--- config.mk ---
export PLATFORM = sky130hd
export DESIGN_NAME = vec_agen
export DESIGN_NICKNAME = d
export VERILOG_FILES = /design/src/rtl/vec_agen_pkg.sv /design/src/rtl/vec_agen_vlcalc.sv /design/src/rtl/vec_agen_seq.sv /design/src/rtl/vec_agen_addr.sv /design/src/rtl/vec_agen.sv
export SDC_FILE = /design/constraint.sdc
export NUM_CORES = 2
export LEC_CHECK = 0
export BUFFER_PORTS_ARGS = -buffer_cell sky130_fd_sc_hd__buf_2
export CAP_MARGIN = 20
export CORE_AREA = 4 4 469 471
export DETAILED_ROUTE_END_ITERATION = 12
export DIE_AREA = 0 0 473 475
export HOLD_SLACK_MARGIN = 0.08
export PLACE_DENSITY = 0.44
export SLEW_MARGIN = 20
export SYNTH_ARGS = -nofsm -noshare
export SYNTH_HDL_FRONTEND = slang
export SYNTH_HIERARCHICAL = 1
export SYNTH_SLANG_ARGS = --single-unit
--- constraint.sdc ---
create_clock -name clk -period 4.9 [get_ports clk]
set_clock_uncertainty 0.1 [all_clocks]
set_input_delay 0.49 -clock clk [delete_from_list [all_inputs] [get_ports clk]]
set_output_delay 0.49 -clock clk [all_outputs]
set_load 0.02 [all_outputs]
--- src/rtl/vec_agen_pkg.sv ---
`timescale 1ns/1ps
package vec_agen_pkg;

  typedef enum logic [1:0] {
    AM_UNIT      = 2'd0,
    AM_STRIDED   = 2'd1,
    AM_IDX_UNORD = 2'd2,
    AM_IDX_ORD   = 2'd3
  } amode_e;

  typedef enum logic [1:0] {
    SQ_IDLE = 2'd0,
    SQ_RUN  = 2'd1,
    SQ_FIN  = 2'd2
  } sq_state_e;

  typedef struct packed {
    amode_e mode;
    logic   store;
    logic   vm;
  } cmd_t;

endpackage

--- src/rtl/vec_agen_vlcalc.sv ---
`timescale 1ns/1ps
module vec_agen_vlcalc #(
  parameter int VLEN  = 128,
  parameter int AVL_W = 32,
  localparam int VLEN_LOG = $clog2(VLEN),
  localparam int VL_W     = VLEN_LOG + 1
) (
  input  logic [AVL_W-1:0] avl,
  input  logic [2:0]       sew_sel,
  input  logic [2:0]       grp_sel,
  output logic [VL_W-1:0]  vl
);

  logic signed [7:0] grp_log;
  logic signed [7:0] sew_log;
  logic signed [7:0] cap_log;
  logic              grp_ok;
  logic              sew_ok;
  logic [VL_W-1:0]   vlmax;

  always_comb begin
    grp_ok  = 1'b1;
    grp_log = 8'sd0;
    case (grp_sel)
      3'd0:    grp_log = 8'sd0;
      3'd1:    grp_log = 8'sd1;
      3'd2:    grp_log = 8'sd2;
      3'd3:    grp_log = 8'sd3;
      3'd5:    grp_log = -8'sd3;
      3'd6:    grp_log = -8'sd2;
      3'd7:    grp_log = -8'sd1;
      default: grp_ok  = 1'b0;
    endcase
    sew_ok  = (sew_sel <= 3'd3);
    sew_log = 8'sd3 + $signed({5'b0, sew_sel});
    cap_log = $signed(8'(VLEN_LOG)) + grp_log - sew_log;
    if (!grp_ok || !sew_ok || cap_log < 8'sd0) begin
      vlmax = '0;
    end else begin
      vlmax = VL_W'(1) << cap_log[6:0];
    end
    if ({{(AVL_W-VL_W){1'b0}}, vlmax} > avl) begin
      vl = avl[VL_W-1:0];
    end else begin
      vl = vlmax;
    end
  end

endmodule

--- src/rtl/vec_agen_seq.sv ---
`timescale 1ns/1ps
module vec_agen_seq
  import vec_agen_pkg::*;
#(
  parameter int MAX_EL = 32,
  parameter int VL_W   = 8,
  localparam int IDX_W = $clog2(MAX_EL)
) (
  input  logic              clk,
  input  logic              rst_n,
  input  logic              start,
  input  cmd_t              cmd_in,
  input  logic [MAX_EL-1:0] mask_in,
  input  logic [VL_W-1:0]   vl_in,
  input  logic              req_ready,
  output logic              accept,
  output logic              advance,
  output logic              busy,
  output logic              done,
  output logic              req_valid,
  output logic [IDX_W-1:0]  idx,
  output logic              active,
  output logic              store,
  output logic              ordered,
  output amode_e            mode_q
);

  sq_state_e         state;
  cmd_t              cmd_q;
  logic [MAX_EL-1:0] en_q;
  logic [IDX_W-1:0]  last_q;
  logic [VL_W-1:0]   count;
  logic [MAX_EL-1:0] en_next;

  always_comb begin
    if (vl_in > VL_W'(MAX_EL)) begin
      count = VL_W'(MAX_EL);
    end else begin
      count = vl_in;
    end
  end

  for (genvar g = 0; g < MAX_EL; g++) begin : g_en
    assign en_next[g] = cmd_in.vm | mask_in[g];
  end

  assign accept    = start && (state == SQ_IDLE);
  assign req_valid = (state == SQ_RUN);
  assign advance   = req_valid && req_ready;
  assign busy      = (state != SQ_IDLE);
  assign done      = (state == SQ_FIN);
  assign active    = en_q[idx];
  assign store     = cmd_q.store;
  assign ordered   = (cmd_q.mode == AM_IDX_ORD);
  assign mode_q    = cmd_q.mode;

  always_ff @(posedge clk or negedge rst_n) begin
    if (!rst_n) begin
      state  <= SQ_IDLE;
      cmd_q  <= '0;
      en_q   <= '0;
      last_q <= '0;
      idx    <= '0;
    end else begin
      case (state)
        SQ_IDLE: begin
          if (accept) begin
            cmd_q  <= cmd_in;
            en_q   <= en_next;
            idx    <= '0;
            last_q <= IDX_W'(count - VL_W'(1));
            state  <= (count == '0) ? SQ_FIN : SQ_RUN;
          end
        end
        SQ_RUN: begin
          if (advance) begin
            if (idx == last_q) begin
              state <= SQ_FIN;
            end else begin
              idx <= idx + IDX_W'(1);
            end
          end
        end
        default: state <= SQ_IDLE;
      endcase
    end
  end

endmodule

--- src/rtl/vec_agen_addr.sv ---
`timescale 1ns/1ps
module vec_agen_addr
  import vec_agen_pkg::*;
#(
  parameter int MAX_EL    = 32,
  parameter int AW        = 32,
  parameter int ELEM_BITS = 32,
  localparam int IDX_W      = $clog2(MAX_EL),
  localparam int ELEM_BYTES = ELEM_BITS / 8
) (
  input  logic                 clk,
  input  logic                 rst_n,
  input  logic                 load,
  input  logic                 advance,
  input  amode_e               mode_in,
  input  amode_e               mode_q,
  input  logic [AW-1:0]        base,
  input  logic [AW-1:0]        stride,
  input  logic [MAX_EL*AW-1:0] offsets,
  input  logic [IDX_W-1:0]     idx,
  output logic [AW-1:0]        addr
);

  logic [AW-1:0]             base_q;
  logic [AW-1:0]             step_q;
  logic [AW-1:0]             acc_q;
  logic [MAX_EL-1:0][AW-1:0] off_q;
  logic                      indexed;

  assign indexed = (mode_q == AM_IDX_UNORD) || (mode_q == AM_IDX_ORD);

  always_ff @(posedge clk or negedge rst_n) begin
    if (!rst_n) begin
      base_q <= '0;
      step_q <= '0;
      acc_q  <= '0;
      off_q  <= '0;
    end else if (load) begin
      base_q <= base;
      acc_q  <= base;
      step_q <= (mode_in == AM_UNIT) ? AW'(ELEM_BYTES) : stride;
      off_q  <= offsets;
    end else if (advance) begin
      acc_q  <= acc_q + step_q;
    end
  end

  assign addr = indexed ? (base_q + off_q[idx]) : acc_q;

endmodule

--- src/rtl/vec_agen.sv ---
`timescale 1ns/1ps
module vec_agen
  import vec_agen_pkg::*;
#(
  parameter int VLEN      = 128,
  parameter int ELEM_BITS = 32,
  parameter int AW        = 32,
  localparam int MAX_EL = VLEN * 8 / ELEM_BITS,
  localparam int VL_W   = $clog2(VLEN) + 1,
  localparam int IDX_W  = $clog2(MAX_EL)
) (
  input  logic                 clk,
  input  logic                 rst_n,
  input  logic                 start,
  input  logic [1:0]           mode,
  input  logic                 is_store,
  input  logic                 vm,
  input  logic [31:0]          avl,
  input  logic [2:0]           sew_sel,
  input  logic [2:0]           grp_sel,
  input  logic [AW-1:0]        base,
  input  logic [AW-1:0]        stride,
  input  logic [MAX_EL*AW-1:0] offsets,
  input  logic [MAX_EL-1:0]    mask,
  output logic [VL_W-1:0]      vl_out,
  output logic                 busy,
  output logic                 done,
  output logic                 req_valid,
  input  logic                 req_ready,
  output logic [AW-1:0]        req_addr,
  output logic [IDX_W-1:0]     req_idx,
  output logic                 req_store,
  output logic                 req_active,
  output logic                 req_ordered
);

  cmd_t   cmd_in;
  amode_e mode_q;
  logic   accept;
  logic   advance;

  assign cmd_in.mode  = amode_e'(mode);
  assign cmd_in.store = is_store;
  assign cmd_in.vm    = vm;

  vec_agen_vlcalc #(.VLEN(VLEN), .AVL_W(32)) u_vlcalc (
    .avl     (avl),
    .sew_sel (sew_sel),
    .grp_sel (grp_sel),
    .vl      (vl_out)
  );

  vec_agen_seq #(.MAX_EL(MAX_EL), .VL_W(VL_W)) u_seq (
    .clk       (clk),
    .rst_n     (rst_n),
    .start     (start),
    .cmd_in    (cmd_in),
    .mask_in   (mask),
    .vl_in     (vl_out),
    .req_ready (req_ready),
    .accept    (accept),
    .advance   (advance),
    .busy      (busy),
    .done      (done),
    .req_valid (req_valid),
    .idx       (req_idx),
    .active    (req_active),
    .store     (req_store),
    .ordered   (req_ordered),
    .mode_q    (mode_q)
  );

  vec_agen_addr #(.MAX_EL(MAX_EL), .AW(AW), .ELEM_BITS(ELEM_BITS)) u_addr (
    .clk     (clk),
    .rst_n   (rst_n),
    .load    (accept),
    .advance (advance),
    .mode_in (cmd_in.mode),
    .mode_q  (mode_q),
    .base    (base),
    .stride  (stride),
    .offsets (offsets),
    .idx     (req_idx),
    .addr    (req_addr)
  );

endmodule

== Word-level counts from Yosys, hierarchy flattened ==
Cells that the tools add are included.
Widths: inputs -> output; s select.

* Mux-type cells: 22
* Multipliers: 0
* $add $sub $neg: 7
* Divide/modulo/power cells: 0
* Reduce and logical (&&, ||, !) cells: 18
* Equality and inequality tests: 15
* Magnitude comparators: 5
* Shift operators: 1
* Bitwise gates (word level): 32

{| class="wikitable"
|+ Operator list
! cell !! count
|-
| $bmux 32 s5 || 1
|-
| $mux 32 || 5
|-
| $add 32x32->32 || 2
|-
| $pmux 8 s6 || 1
|-
| $gt 8x32->1 || 1
|-
| $or 1x1->1 || 32
|-
| $mux 8 || 3
|-
| $mux 5 || 3
|-
| $pmux 5 s2 || 1
|-
| $eq 3x3->1 const B || 3
|-
| $add 4x8->8 const A || 1
|-
| $gt 8x6->1 const B || 1
|-
| $logic_not 8->1 || 1
|-
| $lt 8x1->1 const B || 1
|-
| $mux 2 || 4
|-
| $ne 2x2->1 const B || 4
|-
| $shl 1x7->8 const A || 1
|-
| $sub 8x8->8 || 1
|-
| $reduce_or 7->1 || 1
|-
| $eq 2x2->1 const B || 3
|-
| $eq 3x2->1 const B || 2
|-
| $lt 5x6->1 const B || 1
|-
| $reduce_bool 2->1 || 3
|-
| $add 5x1->5 const B || 1
|-
| other kinds (17) || 23
|}

* RAM bits: 0
* Input bits: 1166
* Word-level logic and storage cells: 141
* Memory bits (read-only): 0
* Bits in latches: 0
* Output and inout bits: 51
* Register bits: 1167
* Memories kept: 0

== Logic depth before layout (Yosys ltp) ==
* Word-level depth: 15
* Depth in mapped cells: 22
* Depth with buffers taken out: 22

== Cells and area by module ==
The synthesis kept the hierarchy.

{| class="wikitable"
|+ Modules (own cells, without submodules)
! module !! instances !! area each (µm²) !! cells each !! sequential area each (µm²)
|-
| vec_agen_addr || 1 || 52969.6 || 3482 || 28026.9
|-
| vec_agen_seq || 1 || 2361.0 || 255 || 1176.1
|-
| vec_agen_vlcalc || 1 || 730.7 || 91 || 0.0
|}

== Worst setup path before layout ==
No wires, ideal clock.

* Path type: register to output
* Start point: register u_seq.idx[0]
* End point: output port req_addr[27]
* Data required time: 4.310 ns
* Cell stages (with the launch flop): 18
* Buffers on the path: 3
* Setup slack: -0.717 ns
* Arrival: 5.027 ns
* Cell sequence: dfrtp_1 -> buf_2 -> buf_2 -> buf_2 -> mux4_2 -> mux4_2 -> mux2i_1 -> inv_1 -> ha_1 -> a21o_1 -> a21o_1 -> nand2_1 -> o31ai_1 -> o211ai_1 -> nand4_1 -> nand2_1 -> o21a_1 -> o311ai_0

* Word-level cells in the longest chain between the ends: 4

{| class="wikitable"
|+ RTL lines
! item !! line !! text
|-
| from (decl) || vec_agen_seq.sv:21 || <nowiki>output logic [IDX_W-1:0] idx,</nowiki>
|-
| from (signal assigned) || vec_agen_seq.sv:80 || <nowiki>idx <= idx + IDX_W'(1);</nowiki>
|-
| $bmux 32 s5 || vec_agen_addr.sv:48 || <nowiki>assign addr = indexed ? (base_q + off_q[idx]) : acc_q;</nowiki>
|-
| $mux 32 (implied by the code) || vec_agen_addr.sv:48 ||
|-
| $add 32x32->32 || vec_agen_addr.sv:48 ||
|-
| $mux 32 || vec_agen_addr.sv:48 ||
|-
| to (decl) || vec_agen.sv:30 || <nowiki>output logic [AW-1:0] req_addr,</nowiki>
|}

No other way between the ends. The select of a mux whose other input is x is not followed.

== Final worst setup path ==
* Start point: register u_seq.idx[0]
* End point: output port req_addr[26]

The elaborated chain is that of the path after synthesis.

==> metrics.txt <==
# TYPE chip_impl_metric gauge
chip_impl_metric{name="filler_cell_count",unit=""} 20540
chip_impl_info{name="hold_path.class",value="primary input to register"} 1
chip_impl_metric{name="timing_worst_slew_pin_value",unit="ns"} 0.9670
chip_impl_metric{name="wl_per_cell",unit="um"} 26.62
chip_impl_metric{name="num-nets-final",unit=""} 7696
chip_impl_metric{name="num_io_pins",unit=""} 1217
chip_impl_metric{name="layout_min_cycle_time",unit="ns"} 6.150
chip_impl_metric{name="growth_of_design_area_from_synthesis_to_finish",unit="%"} 54.15
chip_impl_metric{name="setup_violations",unit=""} 30
chip_impl_metric{name="dr.pass1.iters",unit=""} 5
chip_impl_metric{name="place.gp.congestion",unit=""} 0.8903
chip_impl_metric{name="clk-insertion-delay-late",unit="ns"} 0.79
chip_impl_info{name="setup.worst_path.start_class",value="register"} 1
chip_impl_metric{name="cp_max_fo",unit=""} 7
chip_impl_metric{name="row_count",unit=""} 171
chip_impl_metric{name="drt-total-wl",unit="mm"} 252.9
chip_impl_metric{name="gr-usage-all-layers",unit="%"} 21.93
chip_impl_metric{name="gate_count_of_the_mapped_netlist",unit=""} 3828
chip_impl_metric{name="grt_antenna_before_repair",unit=""} 135
chip_impl_metric{name="final_layout_size_suffix_gt1_share",unit="%"} 51.40
chip_impl_metric{name="final.setup.worst_slack",unit="ns"} -1.250
chip_impl_info{name="status",value="finished, violations left"} 1
chip_impl_metric{name="die_w",unit="um"} 473
chip_impl_metric{name="tritoncts.num_buffers",unit=""} 148
chip_impl_info{name="end_kind",value="output pin"} 1
chip_impl_info{name="critical_path.slowest_cell",value="mux4_2"} 1
chip_impl_metric{name="numClockSinks",unit=""} 1167
chip_impl_metric{name="finalMaxSlewViolations",unit=""} 0
chip_impl_metric{name="grt_pass1_wl",unit="mm"} 352.1
chip_impl_metric{name="cts.path.max_buffers",unit=""} 3
chip_impl_metric{name="grt-ovfl-total",unit=""} 0
chip_impl_metric{name="maximum_number_of_pins_on_one_net_before_global_route_repair",unit=""} 148
chip_impl_metric{name="starting_density_of_the_core",unit="%"} 25.94
chip_impl_metric{name="grt_pass1_vias",unit=""} 47820
chip_impl_info{name="failed_checks",value="setup timing"} 1
chip_impl_info{name="critical_path.cell_chain",value="buf_12 -> buf_12 -> buf_16 -> mux4_2 -> mux4_2 -> mux2_4 -> ha_4 -> inv_2 -> fa_2 -> nor2b_4 -> o2111ai_4 -> a21oi_2 -> nor2_2 -> nor2b_2 -> o31a_1 -> a311oi_2 -> buf_4 -> o21bai_1 -> xor2_1 -> mux2_4 -> buf_6"} 1
chip_impl_info{name="netlist.top_cell.by_area",value="dfrtp_1"} 1
chip_impl_metric{name="die_area",unit="mm^2"} 0.2247
chip_impl_metric{name="maxClockFrequency",unit="MHz"} 162.6
chip_impl_metric{name="die_h",unit="um"} 475
chip_impl_metric{name="postSynth.asyncResetShare",unit="%"} 100.0
chip_impl_metric{name="fin_crit_sh",unit="%"} 125.5
chip_impl_metric{name="cts_htree_levels",unit=""} 4
chip_impl_metric{name="post_layout_util",unit="%"} 39.99
chip_impl_metric{name="irDropWorstVdd",unit="V"} 0.0003557
chip_impl_metric{name="route.detailed.vias_per_inst",unit=""} 4.678
chip_impl_metric{name="dr.first_iter.drc_count",unit=""} 2515
chip_impl_metric{name="numPortBuffers",unit=""} 1216
chip_impl_metric{name="critPathRequiredTime",unit="ns"} 4.31
chip_impl_metric{name="number_of_placed_instances_with_taps_included",unit=""} 7960
chip_impl_metric{name="synthDominantCellAreaShare",unit="%"} 52.09
chip_impl_metric{name="yosysSeqAreaShare",unit="%"} 52.09
chip_impl_metric{name="pwr_density_cell",unit="mW/mm^2"} 499.0
chip_impl_metric{name="postRouteAntennaNets",unit=""} 0
chip_impl_metric{name="clkSlewWorstSetupHoldPaths",unit="ns"} 0.05
chip_impl_info{name="critical_path_class",value="register to output pin"} 1
chip_impl_metric{name="critical_path_arrival",unit="ns"} 5.56
chip_impl_metric{name="synth.avg_cell_area",unit="um^2"} 14.65
chip_impl_info{name="cts_root_buf",value="clkbuf_16"} 1
chip_impl_metric{name="final_cell_count_no_fill",unit=""} 9503
chip_impl_metric{name="lkg_pwr",unit="nW"} 36.97
chip_impl_metric{name="detailroute.wirelength.met3",unit="mm"} 14.72
chip_impl_metric{name="detail_route.wirelength.met1",unit="mm"} 109.3
chip_impl_metric{name="synth_edf_count",unit=""} 0
chip_impl_metric{name="syn_area",unit="mm^2"} 0.05606
chip_impl_info{name="synth.area.top_cells",value="dfrtp_1 52%, mux2_2 22%, mux4_2 13%"} 1
chip_impl_metric{name="drc_violations",unit=""} 0
chip_impl_metric{name="routed-wl-met2",unit="mm"} 120.4
chip_impl_info{name="dominantRegCellSynth",value="dfrtp_1"} 1
chip_impl_metric{name="slowest_delay",unit="ns"} 0.56
chip_impl_metric{name="drv.max_cap_violation_count",unit=""} 0
chip_impl_metric{name="yosysWarningCount",unit=""} 6
chip_impl_info{name="grt_setup_unrepaired",value="yes"} 1
chip_impl_info{name="tritoncts",value="done"} 1
chip_impl_metric{name="design.core.area",unit="mm^2"} 0.2161
chip_impl_metric{name="route.vias.total",unit=""} 44460
chip_impl_metric{name="synth_unique_cells",unit=""} 71
chip_impl_metric{name="ys_seq_elements",unit=""} 1167
chip_impl_metric{name="hpwl",unit="mm"} 193.6
chip_impl_metric{name="relSlewSlack",unit="%"} 35.53
chip_impl_metric{name="postSynthNetCount",unit=""} 5080
chip_impl_info{name="top_layer_used_by_detailed_routing",value="met5"} 1
chip_impl_metric{name="final_hold_vios",unit=""} 0
critical path, delay by kind of cell, from the launching register on:
family | cells | cell delay [ns]
multiplexers | 4 | 1.65
AO/OA/AOI/OAI | 5 | 0.96
buffers and inverters | 6 | 0.80
flip-flops | 1 | 0.50
adder cells (fa/ha/maj) | 2 | 0.42
AND/OR/NAND/NOR | 3 | 0.25
XOR/XNOR | 1 | 0.18
cells in the mapped netlist (6+ instances only):
cell type  instances
nor2_1            46
o21ai_0          152
nand3_1           20
buf_1             13
mux2i_1           32
a21o_1            32
nand4_1           19
o21bai_1          15
o21a_1             6
ha_1              82
clkbuf_1         202
nor3_1            12
inv_1             99
nand2_1          191
a211oi_1           7
nand2b_1          10
nor4_1             7
mux2_2          1090
nor2b_1           16
xor2_1            23
o211ai_1          14
buf_2             27
a31oi_1            9
dfrtp_1         1167
a21oi_1           79
xnor2_1           41
mux4_2           326
o31ai_1            9
kinds of logic after synthesis:
| group | share of synthesized area [%] |
|---|---|
| AOI/OAI and AO/OA | 3.866 |
| and+or+nand+nor | 2.886 |
| muxes | 35.76 |
| xor gates and xnor gates | 0.9999 |
| adders and majority gates | 1.973 |
| DFF | 52.09 |
| buffers and inverters | 2.422 |
layer usage:
metal	vias up	global-route usage [%]
li1	19590	-
met5	-	0
met3	428	4.821
met1	22810	28.81
met4	56	6.956
met2	1573	36.03
final cells by class:
type                       instances  area (um^2)  share of cell area (%)
antenna                           83        207.7                  0.2403
multi-input combinational       2314        26670                   30.86
clock buffer                     217         4288                   4.962
tap                             2854         3571                   4.132
sequential                      1167        29220                   33.81
clock inverter                    55        790.8                  0.9150
timing repair buffer            2712        21290                   24.64
inverter                         101        386.6                  0.4474
registers in the layout, summed over array words and instances, names as in the netlist:
| signal | count |
|---|---|
| u_addr/step_q | 32 |
| u_seq/en_q | 32 |
| u_addr/acc_q | 32 |
| u_seq/idx | 5 |
| u_addr/off_q | 1024 |
| u_seq/last_q | 5 |
| u_seq/mode_q | 2 |
| u_seq/state | 2 |
| u_addr/base_q | 32 |
| u_seq/store | 1 |
path summary, 6_finish.rpt:
| path | start | endpoint | slack, ns | depth (start not counted) |
|---|---|---|---|---|
| max | u_seq/idx[0] | req_addr[26] | -1.25 | 21 |
| min | avl[0] | u_seq/last_q[0] | 0.17 | 5 |
| max reg2reg | u_addr/step_q[4] | u_addr/acc_q[27] | 1.31 | 11 |
| min reg2reg | u_seq/en_q[2] | u_seq/en_q[2] | 0.36 | 2 |
| max in group asynchronous | rst_n | u_addr/off_q[522] | 2.95 | 3 |
| min in group asynchronous | rst_n | u_seq/en_q[28] | 0.25 | 2 |
layout by cell type, fill, tap and decap left out, types with 10 or more instances in the layout:
cell	netlist	final
o21ai_0	152	141
buf_12	0	48
clkbuf_16	0	154
nand2_1	191	184
mux4_2	326	326
bufinv_16	0	13
diode_2	0	83
ha_4	0	23
buf_6	2	44
nand3_1	20	17
nand2b_1	10	10
o21bai_1	15	15
clkbuf_1	202	41
a21oi_2	0	18
dfrtp_1	1167	1162
xnor2_1	41	29
clkinv_2	0	22
ha_1	82	54
buf_4	0	297
xor2_1	23	16
nor3_1	12	10
nor2b_1	16	14
dlygate4sd3_1	0	1125
mux2_2	1090	1044
o211ai_1	14	14
mux2i_1	32	26
buf_16	0	12
inv_1	99	96
a21oi_1	79	59
nand4_1	19	19
nor2_1	46	40
mux2_4	0	49
a21o_1	32	32
clkbuf_8	0	24
buf_2	27	1182
repair_timing:
item	in CTS	in global routing
pin swaps	29	55
endpoints found under the setup margin	39	39
hold buffers	1125	0
endpoints found under the hold margin	1250	0
buffers inserted	25	36
resized for setup	183	116
gates cloned	8	2
power breakdown:
group / switching, mW / internal, mW / total (mW)
combinational: 7.54 / 9.19 / 16.7
sequential: 2.20 / 12.8 / 15.0
clock: 4.62 / 6.81 / 11.4
total: 14.4 / 28.8 / 43.1
stage by stage:
stage	power (mW)	cell area (um^2)	hold WS (ns)	TNS [ns]	setup WS [ns]
finish	43.12	86420	0.1650	-25.87	-1.250
global route	45.37	86340	0.1193	-31.90	-1.448
CTS	42.93	85360	0.08490	-28.72	-1.326
detailed placement	29.33	67700	0.3489	-12.56	-0.6786
global placement	29.24	67700	0.3450	-12.03	-0.6480
floorplan	22.92	56380	0.09441	0	0.0003673
Power figures use the tool's default switching activity.
